--- src/rtl/claPkg.sv ---
package claPkg;
  // Generate/propagate pair carried up the lookahead tree
  typedef struct packed {
    logic gen;
    logic prop;
  } gpPair_t;
endpackage

--- src/rtl/claBitCell.sv ---
module claBitCell
  import claPkg::*;
(
  input  logic    a,
  input  logic    b,
  input  logic    cin,
  output logic    s,
  output gpPair_t gp
);
  always_comb begin
    gp.gen  = a & b;
    gp.prop = a ^ b;
    s       = gp.prop ^ cin;
  end
endmodule

--- src/rtl/claCarryGen2.sv ---
module claCarryGen2
  import claPkg::*;
(
  input  logic    cin,
  input  gpPair_t loPair,
  input  gpPair_t hiPair,
  output logic    cout0,
  output logic    cout1,
  output gpPair_t blkPair
);
  always_comb begin
    cout0        = loPair.gen | (loPair.prop & cin);
    cout1        = hiPair.gen | (hiPair.prop & loPair.gen)
                 | (hiPair.prop & loPair.prop & cin);
    blkPair.gen  = hiPair.gen | (hiPair.prop & loPair.gen);
    blkPair.prop = hiPair.prop & loPair.prop;
  end
endmodule

--- src/rtl/claGroup.sv ---
module claGroup
  import claPkg::*;
#(
  parameter int W = 8
) (
  input  logic [W-1:0] a,
  input  logic [W-1:0] b,
  input  logic         cin,
  output logic [W-1:0] s,
  output gpPair_t      grpPair,
  output logic         grpCout
);
  generate
    if (W == 1) begin : gLeaf
      claBitCell uCell (
        .a   (a[0]),
        .b   (b[0]),
        .cin (cin),
        .s   (s[0]),
        .gp  (grpPair)
      );
      // A leaf cell has no carry output
      assign grpCout = 1'b0;
    end else begin : gNode
      localparam int HALF = W / 2;
      gpPair_t loPair;
      gpPair_t hiPair;
      logic    midCarry;
      logic    unusedLoCarry;
      logic    unusedHiCarry;

      claGroup #(.W(HALF)) uLo (
        .a       (a[HALF-1:0]),
        .b       (b[HALF-1:0]),
        .cin     (cin),
        .s       (s[HALF-1:0]),
        .grpPair (loPair),
        .grpCout (unusedLoCarry)
      );

      claGroup #(.W(W-HALF)) uHi (
        .a       (a[W-1:HALF]),
        .b       (b[W-1:HALF]),
        .cin     (midCarry),
        .s       (s[W-1:HALF]),
        .grpPair (hiPair),
        .grpCout (unusedHiCarry)
      );

      claCarryGen2 uGen (
        .cin     (cin),
        .loPair  (loPair),
        .hiPair  (hiPair),
        .cout0   (midCarry),
        .cout1   (grpCout),
        .blkPair (grpPair)
      );
    end
  endgenerate
endmodule

--- src/rtl/claAdder.sv ---
module claAdder
  import claPkg::*;
#(
  parameter int DATA_W = 8
) (
  input  logic [DATA_W-1:0] a,
  input  logic [DATA_W-1:0] b,
  input  logic              cin,
  output logic [DATA_W-1:0] s,
  output logic              cout,
  output logic              blkG,
  output logic              blkP
);
  gpPair_t rootPair;

  claGroup #(.W(DATA_W)) uTree (
    .a       (a),
    .b       (b),
    .cin     (cin),
    .s       (s),
    .grpPair (rootPair),
    .grpCout (cout)
  );

  assign blkG = rootPair.gen;
  assign blkP = rootPair.prop;
endmodule

--- config.mk ---
export PLATFORM = sky130hd
export DESIGN_NAME = claAdder
export DESIGN_NICKNAME = d
export VERILOG_FILES = /design/src/rtl/claPkg.sv /design/src/rtl/claBitCell.sv /design/src/rtl/claCarryGen2.sv /design/src/rtl/claGroup.sv /design/src/rtl/claAdder.sv
export SDC_FILE = /design/constraint.sdc
export NUM_CORES = 1
export LEC_CHECK = 0
export ABC_AREA = 1
export CELL_PAD_IN_SITES_DETAIL_PLACEMENT = 1
export CELL_PAD_IN_SITES_GLOBAL_PLACEMENT = 2
export CORE_AREA = 2 2 59 61
export DETAILED_ROUTE_END_ITERATION = 10
export DIE_AREA = 0 0 61 63
export GPL_TIMING_DRIVEN = 0
export PLACE_DENSITY = 0.81
export SYNTH_ARGS = -nofsm -noshare
export SYNTH_HDL_FRONTEND = slang
export SYNTH_HIERARCHICAL = 1
export SYNTH_SLANG_ARGS = --single-unit
--- constraint.sdc ---
create_clock -name vclk -period 2.5
set_clock_uncertainty 0.2 [all_clocks]
set_input_delay 0.25 -clock vclk [all_inputs]
set_output_delay 0.25 -clock vclk [all_outputs]
set_load 0.1 [all_outputs]
==> results of run 1 <==
cells in the final DEF (no fill, tap or decap):
| master | n |
|---|---|
| nand3_1 | 2 |
| buf_12 | 2 |
| clkdlybuf4s50_1 | 9 |
| inv_1 | 30 |
| dlygate4sd2_1 | 9 |
| clkdlybuf4s15_2 | 2 |
| ha_1 | 4 |
| ha_4 | 4 |
| a21o_1 | 7 |
| nand2_2 | 6 |
| clkdlybuf4s18_2 | 1 |
| buf_4 | 4 |
| buf_2 | 3 |
| nand2_1 | 39 |
worst max-delay path by stage:
stage                     from    to  slack, ns  depth (start not counted)
after floorplan           a[1]  s[6]       0.16                         10
after global placement    a[1]  s[7]      -1.08                         13
after detailed placement  a[1]  s[7]      -1.14                         13
after CTS                 a[4]  cout       0.05                          9
after global routing      a[0]  s[7]     0.0002                         13
final                     a[1]  s[7]       0.12                         13
power breakdown:
part	total (mW)	switching (mW)	internal, mW
Sequential	0	0	0
Combinational	0.381	0.269	0.112
Clock	0	0	0
cell type report:
cell class | instances | area (sq um) | area share, %
well taps | 46 | 57.6 | 6.74
inverters | 30 | 113 | 13.2
multi-input cells | 62 | 397 | 46.5
repair buffers | 30 | 287 | 33.6
through the flow:
stage	total power [mW]	hold WS (ns)	TNS, ns	cell area, sq um	utilization (%)
global placement	0.361	1.93	-6.92	785	24.3
finish	0.381	1.09	0	853	26.4
global route	0.407	1.13	0	853	26.4
detailed placement	0.365	1.94	-7.15	785	24.3
floorplan	0.272	0.848	0	447	-
CTS	0.383	1.10	0	852	26.4
routing by layer:
layer | vias up | wire, microns | global-route usage (%)
met1 | 274 | 503 | 7.64
met4 | 0 | 0 | 0
met3 | 0 | 69 | 0.207
li1 | 323 | - | -
met2 | 16 | 646 | 13.2
met5 | - | 0 | 0
what timing repair did:
item	4_1_cts	5_1_grt
pin swaps	7	5
buffers inserted	1	1
endpoints found under the setup margin	11	4
hold buffers	0	0
gates cloned	0	0
resized for setup	65	8
worst min-delay path, cell delays in order:
cell	delay, ns
dlygate4sd2_1	0.23
ha_4	0.15
inv_1	0.04
nand2_1	0.05
nand2_1	0.04
buf_2	0.28
==> results.json, run 1 <==
{
  "nFillCells": 416,
  "die_w_microns": 61,
  "gp_congestion": 0.640,
  "synth_fp_nets": 117,
  "diodes": 0,
  "ant_nets": 0,
  "dp_hpwl_mm": 1.07,
  "initial_core_util_pct": 13.7,
  "grt_max_degree": 7,
  "hp-start": "b[3]",
  "finalCriticalPeriod_ns": 2.38,
  "drt_iter0_drc": 0,
  "seq_area_sq_um": 0,
  "crit_chain": "dlygate4sd2_1 -> ha_4 -> nand2_2 -> nand2_2 -> nand2_2 -> nand2_2 -> a21o_1 -> a21o_1 -> a21o_1 -> inv_1 -> nand2_1 -> nand2_2 -> buf_12",
  "routed_wl_mm": 1.22,
  "syn-cell-area_sq_um": 444,
  "pre_cts_ws_ns": -1.14,
  "hold_path_class": "primary input to output port",
  "cp_data_required_time_ns": 2.05,
  "period_share_pct": 95.0,
  "critPathKind": "primary input to output port",
  "synth_cells": 92,
  "grt_pass1_wl_mm": 2.17,
  "seq_cells": 0,
  "tightest_slew_ns": 0.947,
  "wl_per_cell_microns": 7.26,
  "critPathMaxFanout": 4,
  "rows": 21,
  "vias": 613,
  "fin_cells": 168,
  "antenna_found_initial": 0,
  "fmax_mhz": 421,
  "nClkBuffers": 0,
  "crit_family": "compound AO/OA/AOI/OAI gates",
  "p_leak_nw": 0.555,
  "yosysWarnings": 6,
  "layout-drive-gt1-share_pct": 18.0,
  "cp_slowest_cell": "dlygate4sd2_1",
  "min_to": "s[3]",
  "syn_avg_cell_area_sq_um": 4.83,
  "grt_overflow": 0,
  "port_buffers": 28,
  "die-area_sq_um": 3840,
  "viasPerCell": 3.65,
  "area_delta_synth_final_pct": 92.1,
  "outcome": "finished clean",
  "whs_path_depth": 6,
  "grt.total_usage_pct": 6.52,
  "critPathMostFrequentCell": "nand2_2",
  "finalSetupViolCount": 0,
  "powerDensity_nw_per_um2": 447,
  "path_buf_inv": 3,
  "peakVddDrop_uv": 174,
  "finalHoldViolations": 0,
  "rsz0062_at_grt": "no",
  "grt_pass1_vias": 590,
  "maxSlewViolCount": 0,
  "die_h_microns": 63,
  "endpoint_kind": "output port",
  "first_pass_iters": 1,
  "max_cap_viol_count": 0,
  "cp.arrival_ns": 1.93,
  "cp-start-kind": "primary input",
  "coreArea_sq_um": 3230,
  "finalNetCount": 149,
  "drcViolationCount": 0,
  "critical_path.max_stage_delay_ns": 0.26,
  "dp.cells": 166,
  "ios": 28,
  "relSlewSlack_pct": 37.1,
  "layout_setup_ws_ns": 0.124
}
(Power assumes the default switching activity.)
==> run 2, diff against run 1 <==
==> constraint.sdc (replaced) <==
create_clock -name vclk -period 2.5
set_clock_uncertainty 0.2 [all_clocks]
set_input_delay 0.5 -clock vclk [all_inputs]
set_output_delay 0.5 -clock vclk [all_outputs]
set_load 0.1 [all_outputs]
==> run 2 against run 1 <==
  * The flow now finishes with violations (negative setup slack)
  * Global-route usage grew 2.3 points
  * Worst hold slack gained 0.34 ns
  * Design area grew 28%
  * Critical path depth is the same
  * Highest routed layer unchanged
  * Non-clock buffer count grew 12
  * Critical path type unchanged
  * Via count grew 9.1%
  * Combinational power grew 26%
  * Cell count grew 7.1%
==> results.json, run 2 (synthesis results as in run 1) <==
{
  "outcome": "finished with violations",
  "failed_checks": "negative setup slack",
  "die-area_sq_um": 3840,
  "hold_buffers": 0,
  "critPathMostFrequentCell": "a21o_1",
  "ios": 28,
  "cp_data_required_time_ns": 1.80,
  "cp_slowest_cell": "ha_4",
  "grt_max_degree": 7,
  "endpoint_kind": "output port",
  "die_w_microns": 61,
  "maxSlewViolCount": 0,
  "tightest_slew_ns": 0.486,
  "finalHoldViolations": 0,
  "peakVddDrop_uv": 194,
  "layout_setup_ws_ns": -0.160,
  "critical_path.max_stage_delay_ns": 0.24,
  "finalNetCount": 161,
  "hold_path_class": "primary input to output port",
  "hp-start": "b[3]",
  "max_cap_viol_count": 0,
  "critPathKind": "primary input to output port",
  "port_buffers": 28,
  "relSlewSlack_pct": 67.8,
  "area_delta_synth_final_pct": 146,
  "final_cell_mix": "28 x nand2_1, 27 x inv_1, 11 x buf_4, 11 x nand2_2, 9 x dlygate4sd2_1",
  "cp-start-kind": "primary input",
  "viasPerCell": 3.72,
  "fin_tns_setup_ns": -0.402,
  "mostFrequentLayoutCell": "nand2_1",
  "nClkBuffers": 0,
  "grt_pass1_wl_mm": 2.86,
  "initial_core_util_pct": 13.7,
  "coreArea_sq_um": 3230,
  "drcViolationCount": 0,
  "grt_pass1_vias": 750,
  "grt.total_usage_pct": 8.87,
  "gp_congestion": 0.664,
  "crit_chain": "buf_6 -> ha_4 -> nand2_1 -> nand2_1 -> inv_1 -> nand2_2 -> a21o_1 -> a21o_1 -> a21o_1 -> inv_1 -> nand2_2 -> nand2_4 -> buf_12",
  "ant_nets": 0,
  "p_leak_nw": 0.668,
  "seq_area_sq_um": 0,
  "finalSetupViolCount": 5,
  "grt_overflow": 0,
  "rsz0062_at_grt": "yes",
  "finalCriticalPeriod_ns": 2.66,
  "period_share_pct": 106,
  "startpoint": "b[3]",
  "vias": 669,
  "critPathMaxFanout": 3,
  "die_h_microns": 63,
  "fmax_mhz": 376,
  "cp.arrival_ns": 1.96,
  "pre_cts_ws_ns": -1.66,
  "first_pass_iters": 4,
  "antenna_found_initial": 0,
  "fin_util_pct": 33.8,
  "seq_cells": 0,
  "layout-drive-gt1-share_pct": 46.3,
  "wl_per_cell_microns": 8.61,
  "routed_wl_mm": 1.55,
  "rows": 21,
  "diodes": 0,
  "power_mw": 0.479,
  "dp_hpwl_mm": 1.11,
  "powerDensity_nw_per_um2": 439,
  "drt_iter0_drc": 10
}
## run 2: changes by cell type in the layout (fill, tap and decap cells not counted), sizes merged
cell / before / now
clkdlybuf4s50: 9 / 0
buf: 9 / 33
clkdlybuf4s15: 2 / 0
clkdlybuf4s18: 1 / 0
## run 2: report_power, final
group	internal (mW)	switching (mW)	total [mW]
registers	0	0	0
logic	0.177	0.302	0.479
clock network	0	0	0
total	0.177	0.302	0.479
## run 2: cell type report
cell class | count | area [sq um]
fill | 407 | 2140
inverter | 30 | 113
multi-input combinational | 62 | 509
tap | 46 | 57.6
timing repair buffer | 42 | 412
## run 2: layer usage
metal	track usage (%)	vias to the layer above	share of wire (%)
met2	18.3	16	59
met1	9.98	305	36
met3	0.414	0	4.7
li1	-	348	-
met5	0	-	0
met4	0	0	0
## run 2: critical path: cells and delay by family
kind,cells,cell delay (ns)
adders and majority gates,1,0.24
and+or+nand+nor,5,0.29
AOI/OAI and AO/OA,3,0.55
buffers and inverters,4,0.38
## run 2: final timing paths
check,end,slack (ns),depth (start not counted)
worst min-delay path,s[3],1.43,7
worst max-delay path,s[7],-0.16,13
## run 2: timing repair
action,in CTS,in global routing
pin swaps,18,12
endpoints found under the setup margin,11,9
gates resized for setup,140,15
buffers inserted,12,3
## run 2: per-stage QoR
stage / hold slack (ns) / instance area (sq um) / cells
2_1_floorplan: 1.26 / 479 / 92
3_3_place_gp: 2.43 / 817 / 166
3_5_place_dp: 2.44 / 817 / 166
4_1_cts: 1.47 / 1020 / 177
5_1_grt: 1.47 / 1090 / 180
6_report: 1.43 / 1090 / 180
